[src/rtl/burst_addr_seq.sv]
module burst_addr_seq #(
  parameter int AW = 17
) (
  input  logic          clk,
  input  logic          rst_n,
  input  logic          ld_a_n,
  input  logic          ld_b_n,
  input  logic          step_n,
  input  logic          ilv_mode,
  input  logic [AW-1:0] addr_in,
  output logic [AW-1:0] addr_out
);
  localparam int LW = 2;

  logic [AW-1:0] base_q;
  logic [LW-1:0] cnt_q;
  logic [LW-1:0] low;
  logic          load;

  assign load = !ld_a_n || !ld_b_n;

  always_ff @(posedge clk) begin
    if (!rst_n) begin
      base_q <= '0;
      cnt_q  <= '0;
    end else if (load) begin
      base_q <= addr_in;
      cnt_q  <= '0;
    end else if (!step_n) begin
      cnt_q  <= cnt_q + 1'b1;
    end
  end

  assign low      = ilv_mode ? (base_q[LW-1:0] ^ cnt_q) : (base_q[LW-1:0] + cnt_q);
  assign addr_out = {base_q[AW-1:LW], low};

  a_r3_load: assert property (@(posedge clk) disable iff (!rst_n)
    load |=> addr_out == $past(addr_in));

  a_r4_hold: assert property (@(posedge clk) disable iff (!rst_n)
    (!load && step_n) |=> ($stable(addr_out) || (ilv_mode != $past(ilv_mode))));

  a_r7_upper: assert property (@(posedge clk) disable iff (!rst_n)
    !load |=> addr_out[AW-1:LW] == $past(addr_out[AW-1:LW]));

  a_r5_wrap: assert property (@(posedge clk) disable iff (!rst_n)
    (!load && !step_n && cnt_q == 2'd3) |=> addr_out[LW-1:0] == base_q[LW-1:0]);

  a_r1_linear: assert property (@(posedge clk) disable iff (!rst_n)
    (!load && !step_n && !ilv_mode) |=>
      (ilv_mode || addr_out[LW-1:0] == 2'($past(addr_out[LW-1:0]) + 2'd1)));

  a_r2_interleave: assert property (@(posedge clk) disable iff (!rst_n)
    (!load && !step_n && ilv_mode) |=>
      (!ilv_mode || (addr_out[LW-1:0] ^ base_q[LW-1:0]) ==
        2'(($past(addr_out[LW-1:0]) ^ $past(base_q[LW-1:0])) + 2'd1)));
endmodule

[config.mk]
export PLATFORM = sky130hd
export DESIGN_NAME = burst_addr_seq
export DESIGN_NICKNAME = d
export VERILOG_FILES = /design/src/rtl/burst_addr_seq.sv
export SDC_FILE = /design/constraint.sdc
export NUM_CORES = 1
export LEC_CHECK = 0
export ABC_AREA = 0
export CAP_MARGIN = 5
export CORE_MARGIN = 2
export CORE_UTILIZATION = 40
export CTS_CLUSTER_SIZE = 28
export DETAILED_ROUTE_END_ITERATION = 10
export GPL_TIMING_DRIVEN = 0
export PLACE_DENSITY = 0.88
export SLEW_MARGIN = 0
export SYNTH_ARGS = -nofsm -noshare
export SYNTH_HDL_FRONTEND = slang
export SYNTH_SLANG_ARGS = --single-unit
[constraint.sdc]
create_clock -name clk -period 1.15 [get_ports clk]
set_clock_uncertainty 0.15 [all_clocks]
set_input_delay 0.1725 -clock clk [delete_from_list [all_inputs] [get_ports clk]]
set_output_delay 0.1725 -clock clk [all_outputs]
set_load 0.03 [all_outputs]
==> flow_summary.json, run 1 <==
{
  "mostFrequentLayoutCells": "nand2_1 (35), clkdlybuf4s50_1 (19), buf_6 (18), dfxtp_2 (16), a21boi_2 (10)",
  "critPathLaunchType": "flip-flop",
  "hold_path_class": "primary input to flip-flop",
  "p_clk_share_pct": 22.5,
  "maxCapViolations": 0,
  "cts_tree": "yes",
  "critPathMaxStageDelay_ns": 0.36,
  "synth_top_area_cell": "dfxtp_1",
  "violations": "setup timing",
  "fin_hold_ws_ns": 0.2297,
  "io_buffers": 39,
  "cts.sinks": 19,
  "routed_wirelength_um": 2059,
  "routed.top_layer": "met4",
  "grt_max_degree": 12,
  "yosys_warnings": 0,
  "synthXorXnorAreaFrac_pct": 2.909,
  "synth_seq_cells": 19,
  "synth_seq_area_share_pct": 42.11,
  "synth-compound-area-share_pct": 18.28,
  "syn2layout_area_growth_pct": 52.77,
  "drc": 0,
  "peakVddDrop_uv": 761.9,
  "seq_power_share_pct": 51.1,
  "grt_usage_pct": 17.06,
  "slew_viol_final": 0,
  "path_clk_slew_ns": 0.11,
  "power_density_mw_per_mm2": 1036,
  "synth-adder-area-share_pct": 1.385,
  "status": "complete, but fails checks",
  "cts_max_level": 1,
  "maxSlewHeadroom_pct": 82.23,
  "power_mw": 1.430,
  "fin_nets": 157,
  "fin_crit_sh_pct": 134.2,
  "grt_pass1_wl_um": 3291,
  "wl_met2_um": 1122,
  "arrival_ns": 1.22,
  "intPower_mw": 1.039,
  "viasPerCell": 4.531,
  "worstPathCellList": "xnor2_2 > xnor2_4 > buf_6",
  "cp_top_family": "XOR/XNOR gates",
  "initial_core_util_pct": 41.64,
  "swShare_pct": 27.32,
  "critPathKind": "flip-flop to primary output",
  "cts_buffers": 3,
  "layout_commonest_cell": "nand2_1",
  "gr-total-overflow": 0,
  "clk_path_buf_depth": 2,
  "route.antenna.remaining_nets": 0,
  "synth_top_family_by_area": "simple AND/OR/NAND/NOR gates",
  "final_hold_viol_count": 0,
  "netlist_area_um2": 903.4,
  "switchingPower_uw": 390.6,
  "insertion_delay_ns": 0.28,
  "leakagePower_nw": 0.5726,
  "setup_ws_ns": -0.3932,
  "die_area_mm2": 0.002654,
  "diodes": 0,
  "synth.area.mux_share_pct": 0,
  "first_iter_violations": 3,
  "route.met3.wl_um": 99,
  "core_area_mm2": 0.002170,
  "worst_setup_path_end_kind": "primary output",
  "fillCellCount": 192,
  "ios": 40,
  "grt_pass1_vias": 804,
  "wire_per_inst_um": 12.87,
  "wl_met1_um": 789,
  "die_w_um": 51.52,
  "clock.fmax_mhz": 648.0,
  "synth_simple_gate_area_share_pct": 18.98,
  "synth_nets": 125,
  "cts_hold_buffers": 0,
  "tightestPinTransition_ns": 0.2652,
  "die_h_um": 51.52,
  "synth.distinct_cells": 16,
  "min_period_ns": 1.543,
  "grt_antenna_before_repair": 0,
  "pwr-share-comb_pct": 26.5,
  "finalWeightedCongestion": 0.6938,
  "critPathBufInv": 1,
  "syn-instance-count": 101,
  "final_layout_size_suffix_gt1_share_pct": 46.21,
  "yosys-top-cells-area": "dfxtp_1 (42%), nand2_1 (15%), a21boi_2 (12%)",
  "synth.top_cell.area_share_pct": 42.11,
  "cp_max_fo": 2,
  "root_buffer": "clkbuf_4",
  "avgSynthCellArea_um2": 8.944,
  "rsz0062_at_grt": "true",
  "cp.required_ns": 0.83,
  "dp_slack_ns": -0.7701,
  "final-setup-viol-count": 2,
  "vias": 725,
  "dr.pass1.iters": 4,
  "slowest_stage": "dfxtp_1",
  "fp-row-count": 17
}
-- cell usage after synthesis --
| library cell | n |
|---|---|
| buf_2 | 1 |
| buf_8 | 1 |
| a21boi_2 | 10 |
| buf_6 | 1 |
| nor3_1 | 1 |
| ha_1 | 1 |
| nor2b_1 | 3 |
| nand2_1 | 35 |
| clkbuf_1 | 1 |
| buf_4 | 15 |
| xnor2_1 | 3 |
| nor2_1 | 1 |
| nand2_2 | 1 |
| a21boi_0 | 7 |
| dfxtp_1 | 19 |
| and2_1 | 1 |
-- flip-flops by register name (all words and copies together), names as in the netlist --
signal	count
base_q	17
cnt_q	2
-- repair_timing --
action                                  CTS  global route
cloned                                    2             0
pin swaps                                 2             0
buffers inserted                          1             0
resized for setup                       150             1
endpoints found under the setup margin   27            10
-- cell families after synthesis --
group / Yosys count
adders and majority gates: 1
buffers and inverters: 19
xor gates and xnor gates: 3
and+or+nand+nor: 42
DFF: 19
AOI/OAI and AO/OA: 17
-- metal layers --
| metal | up-vias | GRT usage (%) |
|---|---|---|
| met3 | 4 | 2.011 |
| met2 | 26 | 32.69 |
| li1 | 367 | - |
| met4 | 0 | 8.772 |
| met5 | - | 0 |
| met1 | 328 | 18.03 |
-- stage by stage --
step	utilization, %	instances	cell area [µm²]	setup TNS (ns)
6_report	63.61	160	1380	-0.5881
2_1_floorplan	-	101	939.7	-0.02447
3_3_place_gp	62.92	168	1365	-10.05
5_1_grt	63.61	160	1380	-0.6680
3_5_place_dp	62.92	168	1365	-11.13
4_1_cts	67.65	168	1468	-0.9262
-- power groups by stage --
stage	registers, mW	logic, mW	clock network (mW)
floorplan	0.727	0.227	0
global placement	0.729	0.383	0
detailed placement	0.732	0.392	0
CTS	0.732	0.416	0.333
global route	0.737	0.402	0.360
finish	0.730	0.379	0.321
-- path summary, 6_finish.rpt --
| path | from | endpoint | slack (ns) | depth (start not counted) |
|---|---|---|---|---|
| worst max-delay path | cnt_q[1] | addr_out[1] | -0.39 | 3 |
| worst min-delay path | rst_n | base_q[8] | 0.23 | 2 |
| worst max register to register | cnt_q[0] | cnt_q[1] | 0.12 | 3 |
| worst min register to register | base_q[12] | base_q[12] | 0.32 | 2 |
-- cell type report --
type | count | area (µm²) | area share (%)
buffer | 4 | 36.28 | 2.629
clock buffer | 3 | 22.52 | 1.632
clock inverter | 1 | 5.005 | 0.3626
multi-input combinational | 63 | 424.2 | 30.73
sequential | 19 | 404.1 | 29.28
tap | 28 | 35.03 | 2.539
timing repair buffer | 42 | 452.9 | 32.82
(Power assumes the default switching activity.)
==> inputs of run 2 (changes only) <==
--- a/config.mk
+++ b/config.mk
@@ -7,12 +7,15 @@
 export LEC_CHECK = 0
 export ABC_AREA = 0
 export CAP_MARGIN = 5
+export CELL_PAD_IN_SITES_DETAIL_PLACEMENT = 0
+export CELL_PAD_IN_SITES_GLOBAL_PLACEMENT = 1
 export CORE_MARGIN = 2
-export CORE_UTILIZATION = 40
+export CORE_UTILIZATION = 29
+export CTS_CLUSTER_DIAMETER = 100
 export CTS_CLUSTER_SIZE = 28
 export DETAILED_ROUTE_END_ITERATION = 10
 export GPL_TIMING_DRIVEN = 0
-export PLACE_DENSITY = 0.88
+export PLACE_DENSITY = 0.89
 export SLEW_MARGIN = 0
 export SYNTH_ARGS = -nofsm -noshare
 export SYNTH_HDL_FRONTEND = slang
==> run 2 against run 1 <==
Net effect:
- the flow still finishes with violations (setup timing)
- non-clock buffer count is 1 higher
- largest cell class unchanged
- global-route usage fell by 4.4 points
- sequential power is essentially flat
- die area is 35% higher
- wire length decreased by 6.5%
- largest power group unchanged
- hold slack got worse by 0.0052 ns
- critical path depth rose by 1
==> flow_summary.json, run 2 (synthesized netlist as in run 1, its figures left out) <==
{
  "largest_reg_flops": 17,
  "fin_area_mm2": 0.001395,
  "clock.fmax_mhz": 642.9,
  "gr-total-overflow": 0,
  "root_buffer": "clkbuf_4",
  "grt_max_degree": 18,
  "place_area_mm2": 0.001371,
  "rsz0062_at_grt": "true",
  "critPathLaunchType": "flip-flop",
  "wire_per_inst_um": 11.60,
  "path_clk_slew_ns": 0.11,
  "fin_util_pct": 46.46,
  "fp-row-count": 20,
  "worstSetupEndpoint": "addr_out[1]",
  "critPathKind": "flip-flop to primary output",
  "leakagePower_nw": 0.5770,
  "cp_top_family": "flip-flops",
  "fin_crit_sh_pct": 135.2,
  "syn2layout_area_growth_pct": 54.43,
  "finalWeightedCongestion": 0.6730,
  "power_mw": 1.452,
  "slew_viol_final": 0,
  "die_h_um": 59.81,
  "maxCapViolations": 0,
  "largestRegisters": "base_q: 17 flops, cnt_q: 2 flops",
  "r2r_end": "cnt_q[1]",
  "final_layout_size_suffix_gt1_share_pct": 46.62,
  "grt_pass1_vias": 768,
  "regMostFlops": "base_q",
  "status": "complete, but fails checks",
  "dp.cells": 173,
  "grt_pass1_wl_um": 3318,
  "insertion_delay_ns": 0.30,
  "vias": 729,
  "grt_antenna_before_repair": 0,
  "arrival_ns": 1.23,
  "worst_setup_path_end_kind": "primary output",
  "cp.required_ns": 0.83,
  "worstPathCellList": "ha_4 > nor2b_4 > xnor2_4 > buf_6",
  "instances_no_fill": 166,
  "power_density_mw_per_mm2": 1041,
  "peakVddDrop_uv": 504.1,
  "r2r_start": "cnt_q[0]",
  "ios": 40,
  "cts.sinks": 19,
  "die_w_um": 59.81,
  "reg2reg_slack_ns": 0.09,
  "setup_ws_ns": -0.4053,
  "crit_cells": 4,
  "hpwlAfterDp_um": 1455,
  "layout_commonest_cell": "nand2_1",
  "fin_nets": 158,
  "clk_path_buf_depth": 2,
  "cp_max_fo": 2,
  "min_period_ns": 1.555,
  "setup_tns_ns": -0.6062,
  "die_area_mm2": 0.003577,
  "hold_path_class": "primary input to flip-flop",
  "initial_core_util_pct": 30.08,
  "mostFrequentLayoutCells": "nand2_1 (35), clkdlybuf4s50_1 (19), buf_6 (18), dfxtp_2 (17), a21boi_2 (10)",
  "drc": 0,
  "slowest_stage": "dfxtp_2",
  "route.antenna.remaining_nets": 0,
  "cts_tree": "yes",
  "violations": "setup timing",
  "maxSlewHeadroom_pct": 78.46,
  "diodes": 0,
  "first_iter_violations": 14,
  "final_hold_viol_count": 0,
  "critPathMaxStageDelay_ns": 0.37,
  "cts_buffers": 3,
  "core_area_mm2": 0.003003,
  "critPathBufInv": 1,
  "routed_wirelength_um": 1925,
  "viasPerCell": 4.392,
  "r2r_cells": 4,
  "tightestPinTransition_ns": 0.3219,
  "io_buffers": 39,
  "grt_usage_pct": 12.63,
  "dr.pass1.iters": 4,
  "crit_path_start": "base_q[0]",
  "final-setup-viol-count": 2,
  "cts_max_level": 1
}
## run 2: per-stage QoR
stage	hold slack, ns	setup WS, ns
after CTS	0.2280	-0.4180
after floorplan	0.1651	-0.02447
after detailed placement	0.3007	-0.7582
final	0.2245	-0.4053
after global routing	0.2296	-0.4696
after global placement	0.2960	-0.7602
## run 2: worst min-delay path by stage
stage | startpoint | end | slack, ns | cells after the start
after floorplan | rst_n | cnt_q[1] | 0.17 | 2
after global placement | base_q[4] | base_q[4] | 0.30 | 2
after detailed placement | base_q[15] | base_q[15] | 0.30 | 2
after CTS | rst_n | base_q[10] | 0.23 | 2
after global routing | rst_n | base_q[8] | 0.23 | 2
final | rst_n | base_q[13] | 0.22 | 2
## run 2: cell type report
class                           count  area [µm²]
Sequential cell                    19       401.6
Buffer                              3       31.28
Tap cell                           33       41.29
Timing Repair Buffer               44       467.9
Fill cell                         301        1608
Clock buffer                        4       26.28
Multi-Input combinational cell     63       426.7
## run 2: routing by layer
layer | track usage, % | routed length [µm]
met5 | 0 | 0
met1 | 14.53 | 821
met4 | 8.889 | 66
met3 | 3.030 | 105
met2 | 20.34 | 931
## run 2: power by group
part | total [mW] | switching (mW) | internal [mW]
Clock | 0.344 | 0.209 | 0.135
Sequential | 0.730 | 0.0269 | 0.703
Combinational | 0.378 | 0.167 | 0.211
## run 2: timing repair
action / 4_1_cts / 5_1_grt
gates resized for setup: 150 / 1
hold endpoints to repair: 0 / 0
cloned: 2 / 0
pin swaps: 1 / 0
hold buffers: 0 / 0
endpoints found under the setup margin: 27 / 11
buffers inserted: 2 / 1
## run 2: worst reg2reg max path, stage by stage, from the launching register on
cell and delay [ns]:
dfxtp_2 0.35, buf_4 0.13, nor2b_2 0.15, xnor2_1 0.13
nor2_1 0.05
